===== src/rtl/irq_agg_pkg.sv =====
package irq_agg_pkg;
  localparam int NUM_LINES  = 4;
  localparam int DATA_W     = 32;
  localparam int LANE_W     = 8;
  localparam int LANES      = DATA_W / LANE_W;
  localparam int STATUS_LSB = 28;
  localparam int ENABLE_LSB = 22;
  localparam int CLR_LANE   = STATUS_LSB / LANE_W;
  // writable non-status bits: 27:16, 14:8, 3:0
  localparam logic [DATA_W-1:0] CFG_RW_MASK = 32'h0FFF_7F0F;

  typedef struct packed {
    logic [NUM_LINES-1:0] clrStatus;
    logic [LANES-1:0]     laneWe;
    logic [DATA_W-1:0]    wrWord;
  } wr_strobe_t;
endpackage


===== src/rtl/irq_agg_ctrl.sv =====
module irq_agg_ctrl
  import irq_agg_pkg::*;
(
  input  logic              wrEn,
  input  logic [LANES-1:0]  wrByteEn,
  input  logic [DATA_W-1:0] wrData,
  output wr_strobe_t        strobe
);
  logic clrLaneHit;

  assign clrLaneHit = wrEn & wrByteEn[CLR_LANE];

  always_comb begin
    strobe.laneWe    = wrEn ? wrByteEn : '0;
    strobe.clrStatus = clrLaneHit ? wrData[STATUS_LSB +: NUM_LINES] : '0;
    strobe.wrWord    = wrData;
  end
endmodule


===== src/rtl/irq_agg_dp.sv =====
module irq_agg_dp
  import irq_agg_pkg::*;
(
  input  logic                 clk,
  input  logic                 rstN,
  input  logic [NUM_LINES-1:0] intLine,
  input  wr_strobe_t           strobe,
  output logic [DATA_W-1:0]    rdData,
  output logic                 irqOut
);
  logic [NUM_LINES-1:0] statusQ;
  logic [DATA_W-1:0]    cfgQ;
  logic [DATA_W-1:0]    cfgNext;
  logic [NUM_LINES-1:0] enable;
  logic                 irqQ;

  assign enable = cfgQ[ENABLE_LSB +: NUM_LINES];

  // byte-lane gated update of the plain storage fields
  for (genvar g = 0; g < LANES; g++) begin : gLane
    always_comb begin
      if (strobe.laneWe[g])
        cfgNext[g*LANE_W +: LANE_W] = strobe.wrWord[g*LANE_W +: LANE_W]
                                      & CFG_RW_MASK[g*LANE_W +: LANE_W];
      else
        cfgNext[g*LANE_W +: LANE_W] = cfgQ[g*LANE_W +: LANE_W];
    end
  end

  always_ff @(posedge clk or negedge rstN) begin
    if (!rstN) cfgQ <= '0;
    else       cfgQ <= cfgNext;
  end

  // sticky pending flags, set has priority over clear
  for (genvar i = 0; i < NUM_LINES; i++) begin : gLine
    always_ff @(posedge clk or negedge rstN) begin
      if (!rstN)                    statusQ[i] <= 1'b0;
      else if (intLine[i])          statusQ[i] <= 1'b1;
      else if (strobe.clrStatus[i]) statusQ[i] <= 1'b0;
    end

    assert_line_sets_R2: assert property (@(posedge clk) disable iff (!rstN)
      intLine[i] |=> statusQ[i]);
    assert_flag_sticky_R2: assert property (@(posedge clk) disable iff (!rstN)
      (statusQ[i] && !strobe.clrStatus[i]) |=> statusQ[i]);
    assert_w1c_clears_R3: assert property (@(posedge clk) disable iff (!rstN)
      (strobe.clrStatus[i] && !intLine[i]) |=> !statusQ[i]);
  end

  always_ff @(posedge clk or negedge rstN) begin
    if (!rstN) irqQ <= 1'b0;
    else       irqQ <= |(statusQ & enable);
  end

  assign irqOut = irqQ;
  assign rdData = cfgQ | (DATA_W'(statusQ) << STATUS_LSB);

  assert_irq_rise_R5: assert property (@(posedge clk) disable iff (!rstN)
    (|(statusQ & enable)) |=> irqOut);
  assert_irq_fall_R5: assert property (@(posedge clk) disable iff (!rstN)
    !(|(statusQ & enable)) |=> !irqOut);
  assert_cfg_hold_R9: assert property (@(posedge clk) disable iff (!rstN)
    (strobe.laneWe == '0) |=> $stable(cfgQ));
  assert_zero_status_keeps_R10: assert property (@(posedge clk) disable iff (!rstN)
    (strobe.clrStatus == '0) |=> ((statusQ & $past(statusQ)) == $past(statusQ)));
endmodule


===== src/rtl/legacy_irq_agg.sv =====
module legacy_irq_agg
  import irq_agg_pkg::*;
(
  input  logic        clk,
  input  logic        rstN,
  input  logic [3:0]  intLine,
  input  logic        wrEn,
  input  logic [3:0]  wrByteEn,
  input  logic [31:0] wrData,
  output logic [31:0] rdData,
  output logic        irqOut
);
  wr_strobe_t strobe;

  irq_agg_ctrl u_ctrl (
    .wrEn     (wrEn),
    .wrByteEn (wrByteEn),
    .wrData   (wrData),
    .strobe   (strobe)
  );

  irq_agg_dp u_dp (
    .clk     (clk),
    .rstN    (rstN),
    .intLine (intLine),
    .strobe  (strobe),
    .rdData  (rdData),
    .irqOut  (irqOut)
  );
endmodule


===== config.mk =====
export PLATFORM = sky130hd
export DESIGN_NAME = legacy_irq_agg
export DESIGN_NICKNAME = d
export VERILOG_FILES = /design/src/rtl/irq_agg_pkg.sv /design/src/rtl/irq_agg_ctrl.sv /design/src/rtl/irq_agg_dp.sv /design/src/rtl/legacy_irq_agg.sv
export SDC_FILE = /design/constraint.sdc
export NUM_CORES = 1
export LEC_CHECK = 0
export ABC_AREA = 1
export CORE_MARGIN = 10
export CORE_UTILIZATION = 33
export CTS_CLUSTER_DIAMETER = 100
export CTS_CLUSTER_SIZE = 12
export DETAILED_ROUTE_END_ITERATION = 12
export PLACE_DENSITY = 0.74
export SETUP_SLACK_MARGIN = 0.3
export SLEW_MARGIN = 25
export SYNTH_ARGS = -nofsm -noshare
export SYNTH_HDL_FRONTEND = slang
export SYNTH_SLANG_ARGS = --single-unit
export TNS_END_PERCENT = 50

===== constraint.sdc =====
create_clock -name clk -period 0.8 [get_ports clk]
set_input_delay 0.16 -clock clk [delete_from_list [all_inputs] [get_ports clk]]
set_output_delay 0.16 -clock clk [all_outputs]
set_load 0.01 [all_outputs]

==> flow_metrics.tcl, run 1 <==
set metrics [dict create \
    max_stage_delay_ns 0.42 \
    critPathSlowestCell "dfrtp_1" \
    ys_types 8 \
    grt_max_degree 32 \
    setup_viol 39 \
    cp_num_buf_inv 1 \
    violations "setup timing" \
    cts_made_buffers 3 \
    die_w_um 79.76 \
    crit_chain "buf_2" \
    fmax_ghz 0.9522 \
    num_rows 21 \
    vdd_drop_max_v 0.0007528 \
    wire_per_inst_um 12.70 \
    via_per_inst 4.169 \
    critPathLaunchType "flop" \
    io_pins 76 \
    cts_tree "yes" \
    grt_pass1_vias 1208 \
    tns_ns -6.868 \
    layout.cells.non_filler 290 \
    postSynthCellCount 138 \
    syn_area_per_cell_um2 8.541 \
    synth_area_um2 1179 \
    drv_slew 0 \
    maxCapViolCount 0 \
    htree_num_levels 1 \
    clk_path_buf_depth 2 \
    drive_above_1_share 0.3811 \
    gp_congestion 0.6648 \
    grt_pass1_wl_mm 5.720 \
    skew_ns 0.0007975 \
    cpLargestDelayFamily "flip-flops" \
    clockRootBuffer "clkbuf_4" \
    powerDensity_nw_per_um2 1695 \
    cts.sinks 28 \
    setup_slack_ns -0.2502 \
    start_util 0.3477 \
    rsz0062_at_grt "yes" \
    insertion_delay_ns 0.32 \
    ant_nets 0 \
    status "finished with violations" \
    syn2layout_area_growth_pct 91.61 \
    place_inst 268 \
    drt_iter0_markers 54 \
    routed_wl_mm 3.682 \
    p_leak_nw 1.206 \
    nets 288 \
    fin_area_um2 2258 \
    route.detailed.drc 0 \
    dpl_cell_area_um2 2064 \
    cp-end-kind "output pin" \
    synth.yosys.seq_area_share 0.5945 \
    grt.total_usage 0.1113 \
    clk_pin_slew_worst_paths_ns 0.15 \
    yosysWarnings 0 \
    fin_crit_sh 1.313 \
    cts-hold-fix-buffers 0 \
    crit_required_ns 0.64 \
    antenna_found_initial 0 \
    grt.overflow.total 0 \
    fin_hold_ws_ns 0.1743 \
    vias 1209 \
    hp-class "input pin to async pin" \
    dr.pass1.iters 4 \
    die_area_um2 6362 \
    io_buffers 65 \
    ys_ff_latch 28 \
    power_w 0.003827 \
    crit_type "flop to output pin" \
    diodes 0 \
    hold_viol_final 0 \
    coreArea_um2 3390 \
    chipHeight_um 79.76 \
    worst_ep_arrival_time_ns 0.89 \
    place_hpwl_mm 2.761 \
    worstPathMaxFanout 2 \
    min_period_ns 1.050 \
]
## power by group
part	leakage [nW]	internal [W]	switching, W
sequential	0.332	0.00158	0.0000913
combinational	0.845	0.000743	0.000490
clock	0.0279	0.000506	0.000419
## logic make-up after synthesis
logic type    share of synthesized area
simple gates                     0.3238
flops                            0.5945
buf+inv                         0.07855
other cells                    0.003182
## state kept, by name (all words and copies together) (netlist names)
signal,count
u_dp.statusQ,4
u_dp.irqOut,1
u_dp.cfgQ,23
## layout by cell type, fill, tap and decap left out, drive strengths merged
cell type / n
buf: 72
inv: 6
nand3: 27
conb: 5
clkbuf: 3
clkdlybuf4s50: 34
nand2: 65
dlygate4sd2: 3
dfrtp: 28
bufinv: 1
## timing repair
action                                  4_1_cts  5_1_grt
setup buffers                                 7       11
gates resized for setup                     131       21
endpoints found under the setup margin       56       56
pin swaps                                     3        4
## layout make-up
type / instances / area, µm²
inverter: 6 / 22.52
tap: 46 / 57.56
timing repair buffer: 109 / 964.7
fill: 307 / 1131
clock buffer: 3 / 22.52
multi-input combinational: 97 / 460.4
sequential: 28 / 700.7
clock inverter: 1 / 30.03
## final timing paths
path | startpoint | to | slack (ns) | cells after the start
setup / recovery | u_dp.cfgQ[26]$_DFFE_PN0N_ | rdData[26] | -0.25 | 1
min in group clk | intLine[2] | u_dp.statusQ[2]$_DFFE_PN0P_ | 0.33 | 3
hold / removal | rstN | u_dp.cfgQ[12]$_DFFE_PN0P_ | 0.17 | 2
max in group asynchronous | rstN | u_dp.cfgQ[24]$_DFFE_PN0N_ | 0.47 | 2
hold reg to reg | u_dp.cfgQ[18]$_DFFE_PN0P_ | u_dp.cfgQ[18]$_DFFE_PN0P_ | 0.48 | 2
setup reg to reg | u_dp.cfgQ[26]$_DFFE_PN0N_ | u_dp.cfgQ[26]$_DFFE_PN0N_ | -0.14 | 5
## per-stage QoR
stage	worst slack [ns]	utilization
6_report	-0.2502	0.6663
5_1_grt	-0.3161	0.6663
4_1_cts	-0.2745	0.6179
3_5_place_dp	-0.4556	0.6091
3_3_place_gp	-0.4182	0.6091
2_1_floorplan	0.08790	-
## layer usage
| layer | routed length [µm] | track usage | vias up |
|---|---|---|---|
| li1 | - | - | 637 |
| met1 | 1520 | 0.1305 | 529 |
| met2 | 1811 | 0.1837 | 41 |
| met3 | 341 | 0.04730 | 2 |
| met4 | 8 | 0.02641 | 0 |
| met5 | 0 | 0 | - |
## synthesized netlist by cell type
| library cell | instances | share of area |
|---|---|---|
| nand3_1 | 27 | 0.11 |
| buf_4 | 6 | 0.038 |
| buf_2 | 5 | 0.021 |
| nand2_1 | 64 | 0.20 |
| inv_1 | 6 | 0.019 |
| conb_1 | 1 | 0.0032 |
| nand2_2 | 1 | 0.0053 |
| dfrtp_1 | 28 | 0.59 |
Note: power is estimated with default switching activity, not from simulation.
==> inputs of run 2 (changes only) <==
--- a/config.mk
+++ b/config.mk
@@ -9,10 +9,11 @@
 export CORE_MARGIN = 10
 export CORE_UTILIZATION = 33
 export CTS_CLUSTER_DIAMETER = 100
-export CTS_CLUSTER_SIZE = 12
+export CTS_CLUSTER_SIZE = 40
 export DETAILED_ROUTE_END_ITERATION = 12
 export PLACE_DENSITY = 0.74
 export SETUP_SLACK_MARGIN = 0.3
+export SKIP_LAST_GASP = 1
 export SLEW_MARGIN = 25
 export SYNTH_ARGS = -nofsm -noshare
 export SYNTH_HDL_FRONTEND = slang
==> flow_metrics.tcl, run 2 (synthesis gave the netlist of run 1 again) <==
set metrics [dict create \
    status "finished with violations" \
    violations "setup timing" \
    skew_ns 0.004040 \
    syn2layout_area_growth_pct 85.03 \
    cts.sinks 28 \
    grt.overflow.total 0 \
    clk_pin_slew_worst_paths_ns 0.16 \
    drive_above_1_share 0.3279 \
    route.detailed.drc 0 \
    setup_slack_ns -0.2568 \
    start_util 0.3477 \
    postLayoutCoreUtil 0.6434 \
    vdd_drop_max_v 0.0008379 \
    crit_required_ns 0.64 \
    grt_max_degree 32 \
    die_w_um 79.76 \
    crit_type "flop to output pin" \
    diodes 0 \
    coreArea_um2 3390 \
    chipHeight_um 79.76 \
    grt_pass1_wl_mm 5.658 \
    cp_num_buf_inv 1 \
    worstPathMaxFanout 2 \
    layout_common_cells "nand2_1 (61), buf_4 (42), clkdlybuf4s50_1 (37)" \
    largest-register "u_dp.cfgQ" \
    cp-end-kind "output pin" \
    hp-class "input pin to async pin" \
    fin_crit_sh 1.321 \
    routed_wl_mm 3.652 \
    crit_chain "buf_2" \
    setup_viol 56 \
    fmax_ghz 0.9463 \
    io_buffers 65 \
    p_leak_nw 1.176 \
    critPathSlowestCell "dfrtp_1" \
    dr.pass1.iters 4 \
    io_pins 76 \
    clockRootBuffer "clkbuf_4" \
    drv_slew 0 \
    final_common_cell "nand2_1" \
    critPathLaunchType "flop" \
    place_ws_ns -0.4556 \
    nets 288 \
    htree_num_levels 1 \
    fin_hold_ws_ns 0.1670 \
    num_rows 21 \
    ant_nets 0 \
    tns_ns -7.948 \
    max_stage_delay_ns 0.42 \
    cts_made_buffers 3 \
    drt_iter0_markers 41 \
    grt.total_usage 0.1101 \
    nFillCells 322 \
    grt_pass1_vias 1202 \
    rsz0062_at_grt "yes" \
    wire_per_inst_um 12.59 \
    min_period_ns 1.057 \
    powerDensity_nw_per_um2 1724 \
    via_per_inst 4.162 \
    fin_area_um2 2181 \
    largest_reg_flops 23 \
    cts_tree "yes" \
    gp_congestion 0.6648 \
    place_hpwl_mm 2.761 \
    insertion_delay_ns 0.33 \
    vias 1207 \
    cpLargestDelayFamily "flip-flops" \
    worst_ep_arrival_time_ns 0.90 \
    hold_viol_final 0 \
    die_area_um2 6362 \
    antenna_found_initial 0 \
    clk_path_buf_depth 2 \
    maxCapViolCount 0 \
    dpl_cell_area_um2 2064 \
]
==> run 2: cell types whose count changed in the layout (fill, tap and decap cells not counted) <==
cell	before	now
buf_4	33	42
buf_6	20	11
clkdlybuf4s50_1	34	37
dlygate4sd2_1	3	0
nand2_1	48	61
nand2_2	13	3
nand2_4	4	1
==> run 2: final timing paths <==
kind	from	end	slack [ns]	depth (start not counted)
hold / removal	rstN	u_dp.cfgQ[12]$_DFFE_PN0P_	0.17	2
setup reg to reg	u_dp.cfgQ[26]$_DFFE_PN0N_	u_dp.cfgQ[26]$_DFFE_PN0N_	-0.17	5
hold reg to reg	u_dp.cfgQ[16]$_DFFE_PN0P_	u_dp.cfgQ[16]$_DFFE_PN0P_	0.49	2
max in group asynchronous	rstN	u_dp.cfgQ[2]$_DFFE_PN0P_	0.47	2
min in group clk	intLine[2]	u_dp.statusQ[2]$_DFFE_PN0P_	0.33	3
setup / recovery	u_dp.cfgQ[26]$_DFFE_PN0N_	rdData[26]	-0.26	1
==> run 2: layout make-up <==
cell class | count | area (µm²) | share of cell area
Inverter | 6 | 22.52 | 0.01033
Sequential cell | 28 | 700.7 | 0.3213
Timing Repair Buffer | 109 | 934.6 | 0.4286
Clock buffer | 3 | 22.52 | 0.01033
Multi-Input combinational cell | 97 | 412.9 | 0.1893
Tap cell | 46 | 57.56 | 0.02639
Clock inverter | 1 | 30.03 | 0.01377
==> run 2: repair_timing <==
item | CTS | global route
endpoints found under the setup margin | 56 | 56
buffers inserted | 7 | 11
hold buffers | 0 | 0
pin swaps | 0 | 0
gates resized for setup | 117 | 7
gates cloned | 0 | 0
==> run 2: power by group <==
| group | leakage, nW | switching (W) | total, W | internal (W) |
|---|---|---|---|---|
| sequential | 0.332 | 0.0000904 | 0.00167 | 0.00158 |
| combinational | 0.816 | 0.000456 | 0.00116 | 0.000701 |
| clock | 0.0279 | 0.000429 | 0.000935 | 0.000506 |
==> run 2: per-stage QoR <==
step	total power (W)	cells
3_3_place_gp	0.002770	268
3_5_place_dp	0.002788	268
6_report	0.003760	290
5_1_grt	0.003984	290
2_1_floorplan	0.002024	142
4_1_cts	0.003663	279
==> run 2: routing by layer <==
layer / routed length (µm) / GRT usage / share of wire
met1: 1514 / 0.1285 / 0.41
met4: 8 / 0.02641 / 0.0022
met5: 0 / 0 / 0
met2: 1770 / 0.1820 / 0.48
met3: 358 / 0.04730 / 0.098
==> inputs of run 3 (changes only) <==
--- a/config.mk
+++ b/config.mk
@@ -5,13 +5,14 @@
 export SDC_FILE = /design/constraint.sdc
 export NUM_CORES = 1
 export LEC_CHECK = 0
-export ABC_AREA = 1
+export ABC_AREA = 0
+export ABC_CLOCK_PERIOD_IN_PS = 800
 export CORE_MARGIN = 10
 export CORE_UTILIZATION = 33
 export CTS_CLUSTER_DIAMETER = 100
 export CTS_CLUSTER_SIZE = 40
 export DETAILED_ROUTE_END_ITERATION = 12
-export PLACE_DENSITY = 0.74
+export PLACE_DENSITY = 0.73
 export SETUP_SLACK_MARGIN = 0.3
 export SKIP_LAST_GASP = 1
 export SLEW_MARGIN = 25
==> flow_metrics.tcl, run 3 <==
set metrics [dict create \
    status "finished with violations" \
    violations "setup timing" \
    place_hpwl_mm 2.863 \
    route.detailed.drc 0 \
    vdd_drop_max_v 0.001086 \
    drt_iter0_markers 28 \
    dr.pass1.iters 4 \
    postLayoutCoreUtil 0.6006 \
    die_w_um 81.05 \
    drive_above_1_share 0.5207 \
    start_util 0.3385 \
    cp-end-kind "flop" \
    hold_viol_final 0 \
    synth-edff-count 0 \
    power_w 0.004147 \
    dpl_cell_area_um2 2029 \
    clockRootBuffer "clkbuf_8" \
    postSynthCellCount 73 \
    synth_top_area_frac 0.5697 \
    insertion_delay_ns 0.27 \
    yosysWarnings 0 \
    diodes 0 \
    netlist_top_cells_count "dfrtp_1 (28), mux2_4 (23), buf_4 (5)" \
    io_pins 76 \
    synth_area_leader_cell "dfrtp_1" \
    synthTopCellsByArea "dfrtp_1 (57%), mux2_4 (28%), nand2_8 (3.3%), buf_4 (3.1%), a21o_1 (2.4%)" \
    ys_types 11 \
    syn_area_per_cell_um2 16.85 \
    setup_viol 56 \
    clk_path_buf_depth 2 \
    rsz0062_at_grt "yes" \
    synth_top_flop_cell "dfrtp_1" \
    hp-class "input pin to async pin" \
    skew_ns 0.006287 \
    syn2layout_area_growth_pct 77.42 \
    fmax_ghz 1.009 \
    nets 213 \
    yosysMostFrequentCell "dfrtp_1" \
    fin_area_um2 2182 \
    via_per_inst 4.327 \
    ys_ff_latch 28 \
    largest-register "u_dp.cfgQ" \
    crit_required_ns 0.97 \
    maxCapViolCount 0 \
    vias 939 \
    num_rows 22 \
    grt.total_usage 0.1127 \
    synth_area_um2 1230 \
    final_common_cell "clkdlybuf4s50_1" \
    wire_per_inst_um 16.75 \
    async_reset_ff_frac 1.000 \
    cts_made_buffers 3 \
    coreArea_um2 3633 \
    routed_wl_mm 3.634 \
    chipHeight_um 81.05 \
    cts.sinks 28 \
    clk_pin_slew_worst_paths_ns 0.10 \
    antenna_found_initial 0 \
    grt_pass1_vias 1079 \
    io_buffers 65 \
    grt_max_degree 29 \
    die_area_um2 6569 \
    ant_nets 0 \
    worst_ep_arrival_time_ns 1.16 \
    synth.yosys.seq_area_share 0.5697 \
    drv_slew 0 \
    fin_crit_sh 1.239 \
    critPathLaunchType "flop" \
    gp_congestion 0.7469 \
    largest_reg_flops 23 \
    worstPathMaxFanout 2 \
    layout_common_cells "clkdlybuf4s50_1 (35), dfrtp_1 (28), mux2_4 (23)" \
    grt_pass1_wl_mm 5.602 \
    p_leak_nw 1.066 \
    crit_type "flop to flop" \
    min_period_ns 0.9912 \
    htree_num_levels 1 \
    cts_tree "yes" \
    powerDensity_nw_per_um2 1901 \
    setup_slack_ns -0.1912 \
    grt.overflow.total 0 \
]
run 3: logic make-up after synthesis:
group / Yosys count / share of synthesized area
flops: 28 / 0.5697
mux: 23 / 0.2808
simple gates: 9 / 0.07019
compound gates: 6 / 0.03662
buf+inv: 6 / 0.03968
other cells: 1 / 0.003049
run 3: power by group:
part           total [W]  leakage (nW)  internal [W]  switching [W]
Sequential       0.00172         0.317       0.00160       0.000119
Clock            0.00110        0.0357      0.000670       0.000432
Combinational    0.00132         0.713      0.000887       0.000436
Total            0.00415          1.07       0.00316       0.000988
run 3: metal layers:
metal | vias to the layer above | GRT usage | wire, µm
met5 | - | 0 | 0
li1 | 439 | - | -
met1 | 456 | 0.1144 | 1266
met2 | 38 | 0.2078 | 2014
met3 | 6 | 0.03311 | 276
met4 | 0 | 0.05190 | 77
run 3: area by class of cell:
cell class | count | area, µm²
clock buffers | 3 | 41.29
clock inverters | 1 | 30.03
fillers | 310 | 1451
multi-input cells | 43 | 495.5
flip-flops and latches | 28 | 700.7
well taps | 48 | 60.06
repair buffers | 94 | 854.6
run 3: worst paths after layout:
check / start / to / slack [ns] / cells after the start
setup / recovery: u_dp.cfgQ[19]$_DFFE_PN0P_ / u_dp.cfgQ[19]$_DFFE_PN0P_ / -0.19 / 3
hold / removal: rstN / u_dp.statusQ[3]$_DFFE_PN0P_ / 0.23 / 2
setup reg to reg: u_dp.cfgQ[19]$_DFFE_PN0P_ / u_dp.cfgQ[19]$_DFFE_PN0P_ / -0.19 / 3
hold reg to reg: u_dp.cfgQ[13]$_DFFE_PN0P_ / u_dp.cfgQ[13]$_DFFE_PN0P_ / 0.53 / 1
max in group asynchronous: rstN / u_dp.cfgQ[14]$_DFFE_PN0P_ / 0.41 / 2
min in group clk: wrByteEn[2] / u_dp.cfgQ[23]$_DFFE_PN0P_ / 0.38 / 3
run 3: metrics by stage:
step / setup slack, ns / hold slack (ns) / setup TNS [ns] / cells
5_1_grt: -0.2206 / 0.2281 / -9.253 / 217
3_3_place_gp: -0.5445 / 0.4879 / -20.65 / 197
3_5_place_dp: -0.5626 / 0.4959 / -21.10 / 197
6_report: -0.1912 / 0.2282 / -8.013 / 217
4_1_cts: -0.1930 / 0.2298 / -8.931 / 212
2_1_floorplan: 0.0006711 / -0.1356 / 0 / 77
run 3: critical path: stages, from the launching register on:
cell     delay (ns)
dfrtp_1        0.41
buf_4          0.14
buf_6          0.10
mux2_4         0.24
run 3: repair_timing:
action / 4_1_cts / 5_1_grt
hold buffers: 0 / 0
resized for setup: 116 / 17
buffers inserted: 11 / 5
endpoints found under the setup margin: 56 / 56
gates cloned: 0 / 0
endpoints found under the hold margin: 0 / 0
